==> config.mk <==
export PLATFORM = sky130hd
export DESIGN_NAME = wdt_supervisor
export DESIGN_NICKNAME = d
export VERILOG_FILES = /design/src/rtl/wdt_sup_pkg.sv /design/src/rtl/wdt_sync_pair.sv /design/src/rtl/wdt_tickgen.sv /design/src/rtl/wdt_sup_fsm.sv /design/src/rtl/wdt_supervisor.sv
export SDC_FILE = /design/constraint.sdc
export NUM_CORES = 1
export LEC_CHECK = 0
export CAP_MARGIN = 20
export CORE_MARGIN = 4
export CORE_UTILIZATION = 50
export CTS_CLUSTER_DIAMETER = 120
export DETAILED_ROUTE_END_ITERATION = 10
export DONT_BUFFER_PORTS = 1
export PLACE_DENSITY = 0.71
export SLEW_MARGIN = 0
export SYNTH_ARGS = -nofsm -noshare
export SYNTH_HDL_FRONTEND = slang
export SYNTH_SLANG_ARGS = --single-unit
==> constraint.sdc <==
create_clock -name clk -period 3.37 [get_ports clk]
set_clock_uncertainty 0.2 [all_clocks]
set_input_delay 0.1685 -clock clk [delete_from_list [all_inputs] [get_ports clk]]
set_output_delay 0.1685 -clock clk [all_outputs]
set_load 0.01 [all_outputs]
==> src/rtl/wdt_sup_pkg.sv <==
package wdt_sup_pkg;

    typedef enum logic [1:0] {
        ST_HOLD   = 2'd0,
        ST_FIRST  = 2'd1,
        ST_NORMAL = 2'd2
    } sup_state_e;

    typedef enum logic [1:0] {
        TB_EXTERNAL     = 2'b00,
        TB_INT_SHORT    = 2'b01,
        TB_INT_LONG     = 2'b10,
        TB_INT_LONG_ALT = 2'b11
    } tb_mode_e;

    function automatic int unsigned umax(input int unsigned a, input int unsigned b);
        return (a > b) ? a : b;
    endfunction

endpackage

==> src/rtl/wdt_sync_pair.sv <==
// Two-flop synchronizer per bit, plus one history flop for edge detection.
module wdt_sync_pair #(
    parameter int WIDTH = 2
) (
    input  logic             clk,
    input  logic             arst_n,
    input  logic [WIDTH-1:0] d,
    output logic [WIDTH-1:0] cur,
    output logic [WIDTH-1:0] prev
);
    for (genvar i = 0; i < WIDTH; i++) begin : g_bit
        logic [2:0] sh;
        always_ff @(posedge clk or negedge arst_n) begin
            if (!arst_n) begin
                sh <= '0;
            end else begin
                sh <= {sh[1:0], d[i]};
            end
        end
        assign cur[i]  = sh[1];
        assign prev[i] = sh[2];
    end
endmodule

==> src/rtl/wdt_tickgen.sv <==
// Selects the tick source: external edge or millisecond prescaler.
module wdt_tickgen #(
    parameter int CLKS_PER_MS = 50000
) (
    input  logic clk,
    input  logic arst_n,
    input  logic use_ext,
    input  logic ext_rise,
    output logic tick
);
    logic ms_tick;

    if (CLKS_PER_MS <= 1) begin : g_nodiv
        assign ms_tick = 1'b1;
    end else begin : g_div
        localparam int PW = $clog2(CLKS_PER_MS);
        localparam logic [PW-1:0] PLAST = PW'(CLKS_PER_MS - 1);
        logic [PW-1:0] pre_q;
        always_ff @(posedge clk or negedge arst_n) begin
            if (!arst_n) begin
                pre_q <= '0;
            end else if (pre_q == PLAST) begin
                pre_q <= '0;
            end else begin
                pre_q <= pre_q + 1'b1;
            end
        end
        assign ms_tick = (pre_q == PLAST);
    end

    assign tick = use_ext ? ext_rise : ms_tick;
endmodule

==> src/rtl/wdt_sup_fsm.sv <==
// Supervisor state machine: reset hold, extended first window, normal window.
module wdt_sup_fsm
    import wdt_sup_pkg::*;
#(
    parameter int CNT_W            = 13,
    parameter int EXT_RST_TICKS    = 2048,
    parameter int EXT_WD_TICKS     = 1024,
    parameter int EXT_FIRST_TICKS  = 4096,
    parameter int INT_RST_MS       = 200,
    parameter int INT_WD_SHORT_MS  = 100,
    parameter int INT_WD_LONG_MS   = 1600,
    parameter int INT_FIRST_MS     = 1600
) (
    input  logic             clk,
    input  logic             arst_n,
    input  logic             tick,
    input  logic             stb_edge,
    input  tb_mode_e         mode,
    output sup_state_e       state,
    output logic [CNT_W-1:0] cnt,
    output logic [CNT_W-1:0] limit,
    output logic             in_reset,
    output logic             timeout_flag
);
    localparam logic [CNT_W-1:0] L_EXT_RST   = CNT_W'(EXT_RST_TICKS);
    localparam logic [CNT_W-1:0] L_EXT_WD    = CNT_W'(EXT_WD_TICKS);
    localparam logic [CNT_W-1:0] L_EXT_FIRST = CNT_W'(EXT_FIRST_TICKS);
    localparam logic [CNT_W-1:0] L_INT_RST   = CNT_W'(INT_RST_MS);
    localparam logic [CNT_W-1:0] L_INT_SHORT = CNT_W'(INT_WD_SHORT_MS);
    localparam logic [CNT_W-1:0] L_INT_LONG  = CNT_W'(INT_WD_LONG_MS);
    localparam logic [CNT_W-1:0] L_INT_FIRST = CNT_W'(INT_FIRST_MS);

    sup_state_e       state_q, state_d;
    logic [CNT_W-1:0] cnt_q, cnt_d;
    logic [CNT_W-1:0] lim;
    logic             flag_q, flag_set;
    logic             ext_mode, at_last;

    assign ext_mode = (mode == TB_EXTERNAL);

    // Window length for the current state and mode.
    always_comb begin
        lim = L_INT_LONG;
        unique case (state_q)
            ST_HOLD:  lim = ext_mode ? L_EXT_RST : L_INT_RST;
            ST_FIRST: lim = ext_mode ? L_EXT_FIRST : L_INT_FIRST;
            ST_NORMAL: begin
                unique case (mode)
                    TB_EXTERNAL:     lim = L_EXT_WD;
                    TB_INT_SHORT:    lim = L_INT_SHORT;
                    TB_INT_LONG,
                    TB_INT_LONG_ALT: lim = L_INT_LONG;
                    default:         lim = L_INT_LONG;
                endcase
            end
            default:  lim = L_INT_LONG;
        endcase
    end

    // The comparison uses >= so that a mode change can never skip the end of a window.
    assign at_last = (cnt_q >= (lim - 1'b1));

    // Next-state and count logic.
    always_comb begin
        state_d  = state_q;
        cnt_d    = cnt_q;
        flag_set = 1'b0;
        unique case (state_q)
            ST_HOLD: begin
                if (tick) begin
                    if (at_last) begin          // RELEASE
                        state_d = ST_FIRST;
                        cnt_d   = '0;
                    end else begin
                        cnt_d = cnt_q + 1'b1;
                    end
                end
            end
            ST_FIRST, ST_NORMAL: begin
                if (stb_edge) begin             // FIRST_KICK / KICK
                    state_d = ST_NORMAL;
                    cnt_d   = '0;
                end else if (tick) begin
                    if (at_last) begin          // FIRST_EXPIRE / EXPIRE
                        state_d  = ST_HOLD;
                        cnt_d    = '0;
                        flag_set = 1'b1;
                    end else begin
                        cnt_d = cnt_q + 1'b1;
                    end
                end
            end
            default: begin
                state_d = ST_HOLD;
                cnt_d   = '0;
            end
        endcase
    end

    // State register; POWER_LOSS is the asynchronous clear.
    always_ff @(posedge clk or negedge arst_n) begin
        if (!arst_n) begin
            state_q <= ST_HOLD;
        end else begin
            state_q <= state_d;
        end
    end

    always_ff @(posedge clk or negedge arst_n) begin
        if (!arst_n) begin
            cnt_q <= '0;
        end else begin
            cnt_q <= cnt_d;
        end
    end

    always_ff @(posedge clk or negedge arst_n) begin
        if (!arst_n) begin
            flag_q <= 1'b0;
        end else if (flag_set) begin
            flag_q <= 1'b1;
        end
    end

    // Outputs.
    always_comb begin
        in_reset     = (state_q == ST_HOLD);
        timeout_flag = flag_q;
        state        = state_q;
        cnt          = cnt_q;
        limit        = lim;
    end
endmodule

==> src/rtl/wdt_supervisor.sv <==
module wdt_supervisor
    import wdt_sup_pkg::*;
#(
    parameter int CLKS_PER_MS      = 50000,
    parameter int EXT_RST_TICKS    = 2048,
    parameter int EXT_WD_TICKS     = 1024,
    parameter int EXT_FIRST_TICKS  = 4096,
    parameter int INT_RST_MS       = 200,
    parameter int INT_WD_SHORT_MS  = 100,
    parameter int INT_WD_LONG_MS   = 1600,
    parameter int INT_FIRST_MS     = 1600
) (
    input  logic       clk,
    input  logic       pwr_good,
    input  logic       wd_strobe,
    input  logic       ext_timebase,
    input  logic [1:0] tb_mode,
    output logic       sys_rst,
    output logic       sys_rst_n,
    output logic       wd_timeout
);
    localparam int unsigned MAX_EXT = umax(umax(EXT_RST_TICKS, EXT_WD_TICKS), EXT_FIRST_TICKS);
    localparam int unsigned MAX_INT = umax(umax(INT_RST_MS, INT_FIRST_MS),
                                           umax(INT_WD_SHORT_MS, INT_WD_LONG_MS));
    localparam int CNT_W = $clog2(umax(MAX_EXT, MAX_INT) + 1);

    logic [1:0]       s_cur, s_prev;
    logic             ext_rise, stb_tog, tick, rst_int, flag_int;
    sup_state_e       st;
    logic [CNT_W-1:0] cnt, lim;
    tb_mode_e         mode_e;

    assign mode_e = tb_mode_e'(tb_mode);

    wdt_sync_pair #(.WIDTH(2)) u_sync (
        .clk    (clk),
        .arst_n (pwr_good),
        .d      ({ext_timebase, wd_strobe}),
        .cur    (s_cur),
        .prev   (s_prev)
    );

    assign ext_rise = s_cur[1] & ~s_prev[1];
    assign stb_tog  = s_cur[0] ^ s_prev[0];

    wdt_tickgen #(.CLKS_PER_MS(CLKS_PER_MS)) u_tick (
        .clk      (clk),
        .arst_n   (pwr_good),
        .use_ext  (mode_e == TB_EXTERNAL),
        .ext_rise (ext_rise),
        .tick     (tick)
    );

    wdt_sup_fsm #(
        .CNT_W           (CNT_W),
        .EXT_RST_TICKS   (EXT_RST_TICKS),
        .EXT_WD_TICKS    (EXT_WD_TICKS),
        .EXT_FIRST_TICKS (EXT_FIRST_TICKS),
        .INT_RST_MS      (INT_RST_MS),
        .INT_WD_SHORT_MS (INT_WD_SHORT_MS),
        .INT_WD_LONG_MS  (INT_WD_LONG_MS),
        .INT_FIRST_MS    (INT_FIRST_MS)
    ) u_fsm (
        .clk          (clk),
        .arst_n       (pwr_good),
        .tick         (tick),
        .stb_edge     (stb_tog),
        .mode         (mode_e),
        .state        (st),
        .cnt          (cnt),
        .limit        (lim),
        .in_reset     (rst_int),
        .timeout_flag (flag_int)
    );

    assign sys_rst    = rst_int;
    assign sys_rst_n  = ~rst_int;
    assign wd_timeout = flag_int;
endmodule

==> results.cfg, run 1 <==
[layout]
nFillCells = 366
drive_above_1_share_pct = 20.6
nets = 277
multi_input_area_mm2 = 0.00136
area_delta_synth_final_pct = 14.4
antenna_cells = 0
final_common_cell = dfrtp_1
final_cell_mix = dfrtp_1, nor2_1, ha_1
fin_area_mm2 = 0.00267
layout.area.seq_um2 = 951

[yosys]
avgSynthCellArea_um2 = 10.0
syn_nets = 258
yosys.area_share.simple_pct = 21.3
synth_mux_area_share_pct = 0.911
synthTopCellsByArea = dfrtp_1, ha_1, xor2_1
synthArstFlopShare_pct = 100
syn-cell-area_mm2 = 0.00234
synth_cell_types = 49
synth_edf_count = 0
ys_ff_latch = 38
synth_seq_area_share_pct = 40.7
synth_warnings = 0
synthFlopType = dfrtp_1
netlist.area_leader.share_pct = 40.7
synth.largest_area_cell = dfrtp_1
synth_xor_area_share_pct = 7.12
synth_top_family_by_area = simple AND/OR/NAND/NOR gates
synth_compound_area_share_pct = 16.6
synthesis.instances = 233
synth_fa_ha_area_share_pct = 10.2

[floorplan]
fp-row-count = 24
die_x_um = 76.4
start_util_pct = 52.6
coreArea_mm2 = 0.00444
die-area_mm2 = 0.00583
io_pins = 9
die_h_um = 76.4

[routing]
drc_errors = 0
drtIter0Drc = 73
dr.pass1.iters = 4
vias = 1809
ant_nets = 0
wl_per_cell_um = 14.9
routed_wl_um = 4550
viasPerCell = 5.93

[pwr]
worst_ir_drop_vdd_v = 0.000287
power_density_mw_per_mm2 = 484
leakagePower_uw = 0.00121

[setup_path]
r2r_start = u_fsm.state[0]$_DFFE_PN0P_
timing.rr.end = u_fsm.cnt[9]$_DFF_PN0_
rrSetupSlack_ps = 140
crit_fanout = 13
required_ps = 3390
reg2reg_depth = 13
worstSetupStartpointType = flop
path_class = flop to flop
critical_path_arrival_ps = 3260
end_kind = flop
cp-startpoint = u_fsm.state[0]$_DFFE_PN0P_

[grt]
grt_overflow_total = 0
grt_use_total_pct = 17.1
grt_max_degree = 39
antenna_found_initial = 0
grt_pass1_wl_um = 7940
grt_pass1_vias = 1682

[cts]
h-tree-depth = 2
path_clk_slew_ps = 80
cts_tree = done
clockRootBuffer = clkbuf_8
clockBufferDepth = 2
cts_num_sinks = 38
clock_latency_ps = 300
cts_buffers = 5

[hold_path]
hold_path.class = primary input to asynchronous set/reset pin

[timing]
period_share_pct = 96.0
rsz0062_at_grt = no
relSlewSlack_pct = 61.5
fmax_ghz = 0.309
drv_slew = 0
setup_viol = 0
fin_tns_setup_ps = 0
tightest_slew_ps = 570
final.min_clock_period_ps = 3230
hold_violations = 0

[place]
placed_area_mm2 = 0.00247
port_buffers = 0
hpwl_um = 3220
gp_routability_congestion = 0.849

[flow_run]
drv_cap = 0

[status]
status = completed
-- kinds of logic after synthesis --
kind of cell             Yosys count
AO/OA/AOI/OAI                     52
XOR/XNOR                          19
adder cells (fa/ha/maj)           19
buffers and inverters             15
flip-flops                        38
multiplexers                       2
AND/OR/NAND/NOR                   88
-- per-stage QoR --
stage,setup WS (ps),utilization (%),total power (uW),hold slack [ps],instances
4_1_cts,5.52,59.1,1280,135,303
5_1_grt,13.9,60.1,1380,145,305
6_report,135,60.1,1290,136,305
3_5_place_dp,21.4,55.6,914,-326,291
3_3_place_gp,108,55.6,907,-326,291
2_1_floorplan,20.8,-,784,-327,233
-- worst max path at each step --
stage,slack [ps],end
final,140,u_fsm.cnt[9]$_DFF_PN0_
after detailed placement,20,u_fsm.cnt[12]$_DFF_PN0_
after global routing,10,u_fsm.cnt[9]$_DFF_PN0_
after global placement,110,u_fsm.cnt[1]$_DFF_PN0_
after floorplan,20,u_fsm.cnt[12]$_DFF_PN0_
after CTS,6,u_fsm.state[0]$_DFFE_PN0P_
-- synthesized netlist by cell type, types with 2 or more instances --
cell	count
a211oi_1	4
or2_2	3
a21oi_1	11
nor3_1	6
nor2_1	21
a21o_1	3
xor2_1	10
xnor2_1	9
or3_1	11
nand4_1	3
a311oi_1	2
and3_1	6
nand3_1	12
nand2_1	11
nand2b_1	2
and2_1	3
buf_6	2
o21ai_0	12
dfrtp_1	38
a21oi_2	7
ha_1	19
and4_1	2
inv_1	10
-- final cells by class --
| type | count | share of cell area (%) |
|---|---|---|
| inverter | 10 | 1.40 |
| tap | 52 | 2.43 |
| clock buffer | 6 | 3.09 |
| multi-input combinational | 180 | 51.0 |
| timing repair buffer | 17 | 5.99 |
| clock inverter | 2 | 0.468 |
| sequential | 38 | 35.6 |
-- timing repair --
action,4_1_cts,5_1_grt
hold endpoints to repair,40,0
cloned,0,0
setup buffers,0,2
endpoints found under the setup margin,1,16
gates resized for setup,1,10
pin swaps,0,5
hold buffers,4,0
-- flip-flops by register name, indices dropped and copies added, names as in the netlist --
| name | count |
|---|---|
| u_fsm.cnt | 13 |
| u_fsm.state | 2 |
| u_fsm.timeout_flag | 1 |
| u_sync.g_bit.sh | 6 |
| u_tick.g_div.pre_q | 16 |
-- worst max-delay path, stage by stage (launching register included) --
cell and delay [ps]:
dfrtp_1 420, inv_2 80, ha_4 180, or3_1 380, a21oi_2 180, nand2_1 110, xnor2_1 140, ha_1 310
a21o_1 160, a21o_1 210, a221oi_4 380, a22oi_2 120, buf_12 170, a21oi_1 110
-- report_power, final --
group / leakage, uW / internal (uW) / switching, uW
Clock: 0.0000472 / 164 / 166
Sequential: 0.000498 / 472 / 15.5
Combinational: 0.000667 / 227 / 247
Total: 0.00121 / 864 / 429
-- routing by layer --
| layer | vias up | track usage [%] | wire length [um] |
|---|---|---|---|
| li1 | 891 | - | - |
| met1 | 886 | 21.3 | 2070 |
| met2 | 24 | 28.9 | 2270 |
| met3 | 8 | 4.26 | 136 |
| met4 | 0 | 5.43 | 69 |
| met5 | - | 0 | 0 |
No activity file was read; power rests on OpenSTA's default activity.
==> run 2: changes to the inputs <==
--- a/config.mk
+++ b/config.mk
@@ -11,7 +11,7 @@
 export CTS_CLUSTER_DIAMETER = 120
 export DETAILED_ROUTE_END_ITERATION = 10
 export DONT_BUFFER_PORTS = 1
-export PLACE_DENSITY = 0.71
+export PLACE_DENSITY = 0.68
 export SLEW_MARGIN = 0
 export SYNTH_ARGS = -nofsm -noshare
 export SYNTH_HDL_FRONTEND = slang
==> run 2 against run 1 <==
Effect of this change:
- final area rose by 6.3%
- combinational power grew 29%
- power up 11%
- via count is 0.72% lower
- non-clock buffer count increased by 7
- clock power hardly changed
- highest routed layer unchanged
==> results.cfg, run 2 (synthesis gave the netlist of run 1 again) <==
[floorplan]
die_x_um = 76.4
fp-row-count = 24
die-area_mm2 = 0.00583
die_h_um = 76.4
coreArea_mm2 = 0.00444
start_util_pct = 52.6
io_pins = 9

[setup_path]
r2r_start = u_fsm.state[1]$_DFFE_PN0P_
critPathBufInv = 3
worstSetupStartpointType = flop
cp-startpoint = u_fsm.state[1]$_DFFE_PN0P_
cp_slowest_cell = dfrtp_1
rrSetupSlack_ps = 70
path_class = flop to flop
end_kind = flop
crit_fanout = 7
required_ps = 3380
critical_path_arrival_ps = 3310
cp_cell_sequence = inv_2 -> ha_4 -> buf_6 -> or3_4 -> a21oi_4 -> nand2_2 -> xnor2_2 -> ha_1 -> a21o_1 -> a21o_1 -> a221oi_4 -> a22oi_2 -> buf_12 -> a21oi_1
crit_family = compound AO/OA/AOI/OAI gates
critPathMaxStageDelay_ps = 410
cpMostUsedCell = a21o_1

[routing]
drc_errors = 0
drt-met1-wl_um = 2220
dr.pass1.iters = 4
met2WireLength_um = 2340
ant_nets = 0
highest_layer = met4
vias = 1796
viasPerCell = 5.76
wl_met3_um = 143
routed_wl_um = 4770
drtIter0Drc = 66
wl_per_cell_um = 15.3

[layout]
area_delta_synth_final_pct = 21.6
largest_reg_flops = 16
drive_above_1_share_pct = 26.9
top_register = u_tick.g_div.pre_q
nets = 284
final_cell_mix = dfrtp_1, nor2_1, buf_4
nFillCells = 341
final_common_cell = dfrtp_1
antenna_cells = 0

[grt]
grt_overflow_total = 0
grt_use_total_pct = 16.3
grt_max_degree = 39
grt_pass1_wl_um = 7800
antenna_found_initial = 0
grt_pass1_vias = 1666

[cts]
clockRootBuffer = clkbuf_8
h-tree-depth = 2
clockBufferDepth = 2
path_clk_slew_ps = 80
cts_tree = done
cts_buffers = 5
clock_latency_ps = 290
cts_num_sinks = 38

[timing]
setup_viol = 0
tightest_slew_ps = 573
rsz0062_at_grt = yes
holdWs_ps = 120
hold_violations = 0
final.min_clock_period_ps = 3300
period_share_pct = 97.9
relSlewSlack_pct = 61.3
fin_tns_setup_ps = 0
fmax_ghz = 0.303
drv_slew = 0

[pwr]
p_int_uw = 948
power_switching_uw = 483
combPwrFrac_pct = 42.8
switching_share_pct = 33.7
leakagePower_uw = 0.00127
p_seq_share_pct = 34.2
power_density_mw_per_mm2 = 503
worst_ir_drop_vdd_v = 0.000472
clkPwrFrac_pct = 23.0

[place]
port_buffers = 0
gp_routability_congestion = 0.805
hpwl_um = 3240

[status]
status = completed

[flow_run]
drv_cap = 0

[hold_path]
hold_path.class = primary input to asynchronous set/reset pin
run 2: final cells by class:
| cell class | instances | area, um2 | area share [%] |
|---|---|---|---|
| Clock inverter | 2 | 12.5 | 0.440 |
| Sequential cell | 38 | 951 | 33.5 |
| Tap cell | 52 | 65.1 | 2.29 |
| Clock buffer | 6 | 82.6 | 2.91 |
| Timing Repair Buffer | 24 | 238 | 8.37 |
| Inverter | 10 | 37.5 | 1.32 |
| Multi-Input combinational cell | 180 | 1460 | 51.2 |
run 2: power groups by stage:
stage               logic (uW)  registers (uW)  clock network [uW]
finish                     612             489                 329
global route               671             491                 367
CTS                        441             487                 346
detailed placement         423             496                   0
global placement           417             495                   0
floorplan                  291             493                   0
run 2: final timing paths:
kind	end	depth (start not counted)
max in group asynchronous	u_tick.g_div.pre_q[6]$_DFF_PN0_	2
min reg2reg	u_sync.g_bit[0].sh[1]$_DFF_PN0_	0
min in group clk	u_fsm.state[0]$_DFFE_PN0P_	4
min	u_fsm.cnt[10]$_DFF_PN0_	2
max	u_fsm.cnt[5]$_DFF_PN0_	14
max reg2reg	u_fsm.cnt[5]$_DFF_PN0_	14
run 2: per-layer routing:
layer / global-route usage [%] / vias up
met5: 0 / -
met4: 3.80 / 0
met3: 2.84 / 8
met2: 27.2 / 28
met1: 22.0 / 859
li1: - / 901
run 2: repair_timing:
item,in CTS,in global routing
hold endpoints to repair,40,0
resized for setup,1,29
cloned,0,1
setup endpoints to repair,14,16
pin swaps,1,13
hold buffers,4,0
setup buffers,1,6
run 2: worst register-to-register path: stages (launching register included):
cell and delay (ps):
dfrtp_1 410, inv_2 70, ha_4 170, buf_6 120
or3_4 390, a21oi_4 150, nand2_2 90, xnor2_2 130
ha_1 310, a21o_1 170, a21o_1 180, a221oi_4 360
a22oi_2 190, buf_12 190, a21oi_1 110
run 2: per-stage QoR:
step / instances / worst slack, ps / utilization, % / cell area (um2) / total power, uW
after floorplan: 233 / 20.8 / - / 2350 / 784
after global placement: 292 / 24.1 / 55.7 / 2480 / 912
after detailed placement: 292 / -21.6 / 55.7 / 2480 / 919
after CTS: 305 / 8.34 / 59.3 / 2630 / 1270
after global routing: 312 / -96.2 / 63.9 / 2840 / 1530
final: 312 / 71.4 / 63.9 / 2840 / 1430
==> run 3: changes to the inputs <==
--- a/config.mk
+++ b/config.mk
@@ -6,6 +6,7 @@
 export NUM_CORES = 1
 export LEC_CHECK = 0
 export CAP_MARGIN = 20
+export CORE_ASPECT_RATIO = 1.25
 export CORE_MARGIN = 4
 export CORE_UTILIZATION = 50
 export CTS_CLUSTER_DIAMETER = 120
==> run 3 against run 2 <==
Effect of this change:
- critical path depth is the same
- setup slack improved by 18 ps
- global-route usage rose by 1.2 points
- sequential power is essentially flat
- first-iteration DRC count rose by 17%
- final area is 0.48% lower
- largest power group unchanged
- highest routed layer unchanged
==> results.cfg, run 3 (synthesis gave the netlist of run 1 again) <==
[timing]
setup_viol = 0
tightest_slew_ps = 620
fin_ws_ps = 89.2
rsz0062_at_grt = yes
drv_slew = 0
fmax_ghz = 0.305
hold_violations = 0
relSlewSlack_pct = 58.6
final.min_clock_period_ps = 3280
period_share_pct = 97.4

[hold_path]
hold_path.class = primary input to asynchronous set/reset pin

[setup_path]
required_ps = 3360
path_class = flop to flop
r2r_start = u_fsm.state[0]$_DFFE_PN0P_
end_kind = flop
critPathMaxStageDelay_ps = 380
cpMostUsedCell = a21o_1
critical_path_arrival_ps = 3270
cp_cell_sequence = inv_2 -> ha_2 -> buf_4 -> or3_4 -> a21oi_4 -> nand2_2 -> xnor2_1 -> ha_1 -> a21o_1 -> a21o_1 -> a221oi_4 -> buf_6 -> a21oi_1 -> a31o_2
crit_fanout = 4
cp-startpoint = u_fsm.state[0]$_DFFE_PN0P_
worstSetupStartpointType = flop
cp_slowest_cell = dfrtp_1

[floorplan]
fp-row-count = 27
die_h_um = 84.4
io_pins = 9
coreArea_mm2 = 0.00446
die-area_mm2 = 0.00584
die_x_um = 69.1
start_util_pct = 52.4

[cts]
cts_buffers = 5
clock_latency_ps = 290
path_clk_slew_ps = 80
clockBufferDepth = 2
h-tree-depth = 2
cts_num_sinks = 38
clockRootBuffer = clkbuf_8
cts_tree = done

[layout]
final_util_pct = 63.4
nets = 285
final_common_cell = dfrtp_1
top_register = u_tick.g_div.pre_q
antenna_cells = 0
largest_reg_flops = 16
drive_above_1_share_pct = 25.3
nFillCells = 353
final_cell_mix = dfrtp_1, nor2_1, buf_4
fin_area_mm2 = 0.00283
area_delta_synth_final_pct = 21.0

[grt]
grt_use_total_pct = 17.4
grt_pass1_wl_um = 8370
grt_pass1_vias = 1896
grt_overflow_total = 0
antenna_found_initial = 0
grt_max_degree = 39

[pwr]
worst_ir_drop_vdd_v = 0.000379
total_power_uw = 1370
leakagePower_uw = 0.00126
power_density_mw_per_mm2 = 485

[status]
status = completed

[routing]
drtIter0Drc = 77
dr.pass1.iters = 6
ant_nets = 0
drc_errors = 0
viasPerCell = 5.72
routed_wl_um = 4930
vias = 1824
wl_per_cell_um = 15.5

[place]
hpwl_um = 3430
placed_area_mm2 = 0.00250
preCtsSetupSlack_ps = -20.5
gp_routability_congestion = 0.812
port_buffers = 0

[flow_run]
drv_cap = 0
[run 3: layout make-up]
| cell class | count | area (um2) | area share [%] |
|---|---|---|---|
| clock buffer | 5 | 68.8 | 2.43 |
| clock inverter | 3 | 21.3 | 0.752 |
| inverter | 10 | 37.5 | 1.33 |
| multi-input combinational | 180 | 1430 | 50.6 |
| sequential | 38 | 951 | 33.6 |
| tap | 58 | 72.6 | 2.57 |
| timing repair buffer | 25 | 245 | 8.67 |
[run 3: worst max-delay path: cells and delay by family (launching register included)]
| family | cells | cell delay, ps |
|---|---|---|
| AO/OA/AOI/OAI | 6 | 1100 |
| XOR/XNOR | 1 | 120 |
| adder cells (fa/ha/maj) | 2 | 550 |
| buffers and inverters | 3 | 380 |
| flip-flops | 1 | 380 |
| AND/OR/NAND/NOR | 2 | 450 |
[run 3: final timing paths]
| kind | endpoint | slack [ps] | cells past startpoint |
|---|---|---|---|
| worst max-delay path | u_fsm.timeout_flag$_DFFE_PN0P_ | 90 | 14 |
| worst min-delay path | u_fsm.cnt[5]$_DFF_PN0_ | 140 | 2 |
| max in group asynchronous | u_tick.g_div.pre_q[8]$_DFF_PN0_ | 2640 | 2 |
| worst min register to register | u_sync.g_bit[0].sh[1]$_DFF_PN0_ | 160 | 0 |
| min in group clk | u_fsm.cnt[0]$_DFF_PN0_ | 140 | 4 |
| worst max register to register | u_fsm.timeout_flag$_DFFE_PN0P_ | 90 | 14 |
[run 3: through the flow]
step | hold slack, ps | setup TNS, ps | std cells
3_3_place_gp | -326 | 0 | 300
6_report | 137 | 0 | 319
5_1_grt | 152 | -577 | 319
3_5_place_dp | -326 | -46.0 | 300
2_1_floorplan | -327 | 0 | 233
4_1_cts | 141 | 0 | 313
[run 3: timing repair]
item                       CTS  global route
setup endpoints to repair    8            16
cloned                       0             1
pin swaps                    1             8
resized for setup            0            26
hold buffers                 4             0
setup buffers                1             6
hold endpoints to repair    40             0
[run 3: report_power, final]
part,internal [uW],total [uW],switching (uW)
combinational,286,566,279
clock,145,315,170
sequential,472,490,17.4
[run 3: per-layer routing]
layer / vias up / wire length [um] / share of wire [%] / GRT usage, %
met3: 11 / 103 / 2.1 / 2.75
met2: 21 / 2640 / 54 / 31.3
met4: 0 / 92 / 1.9 / 7.64
met5: - / 0 / 0 / 0
met1: 887 / 2090 / 42 / 20.3
li1: 905 / - / - / -
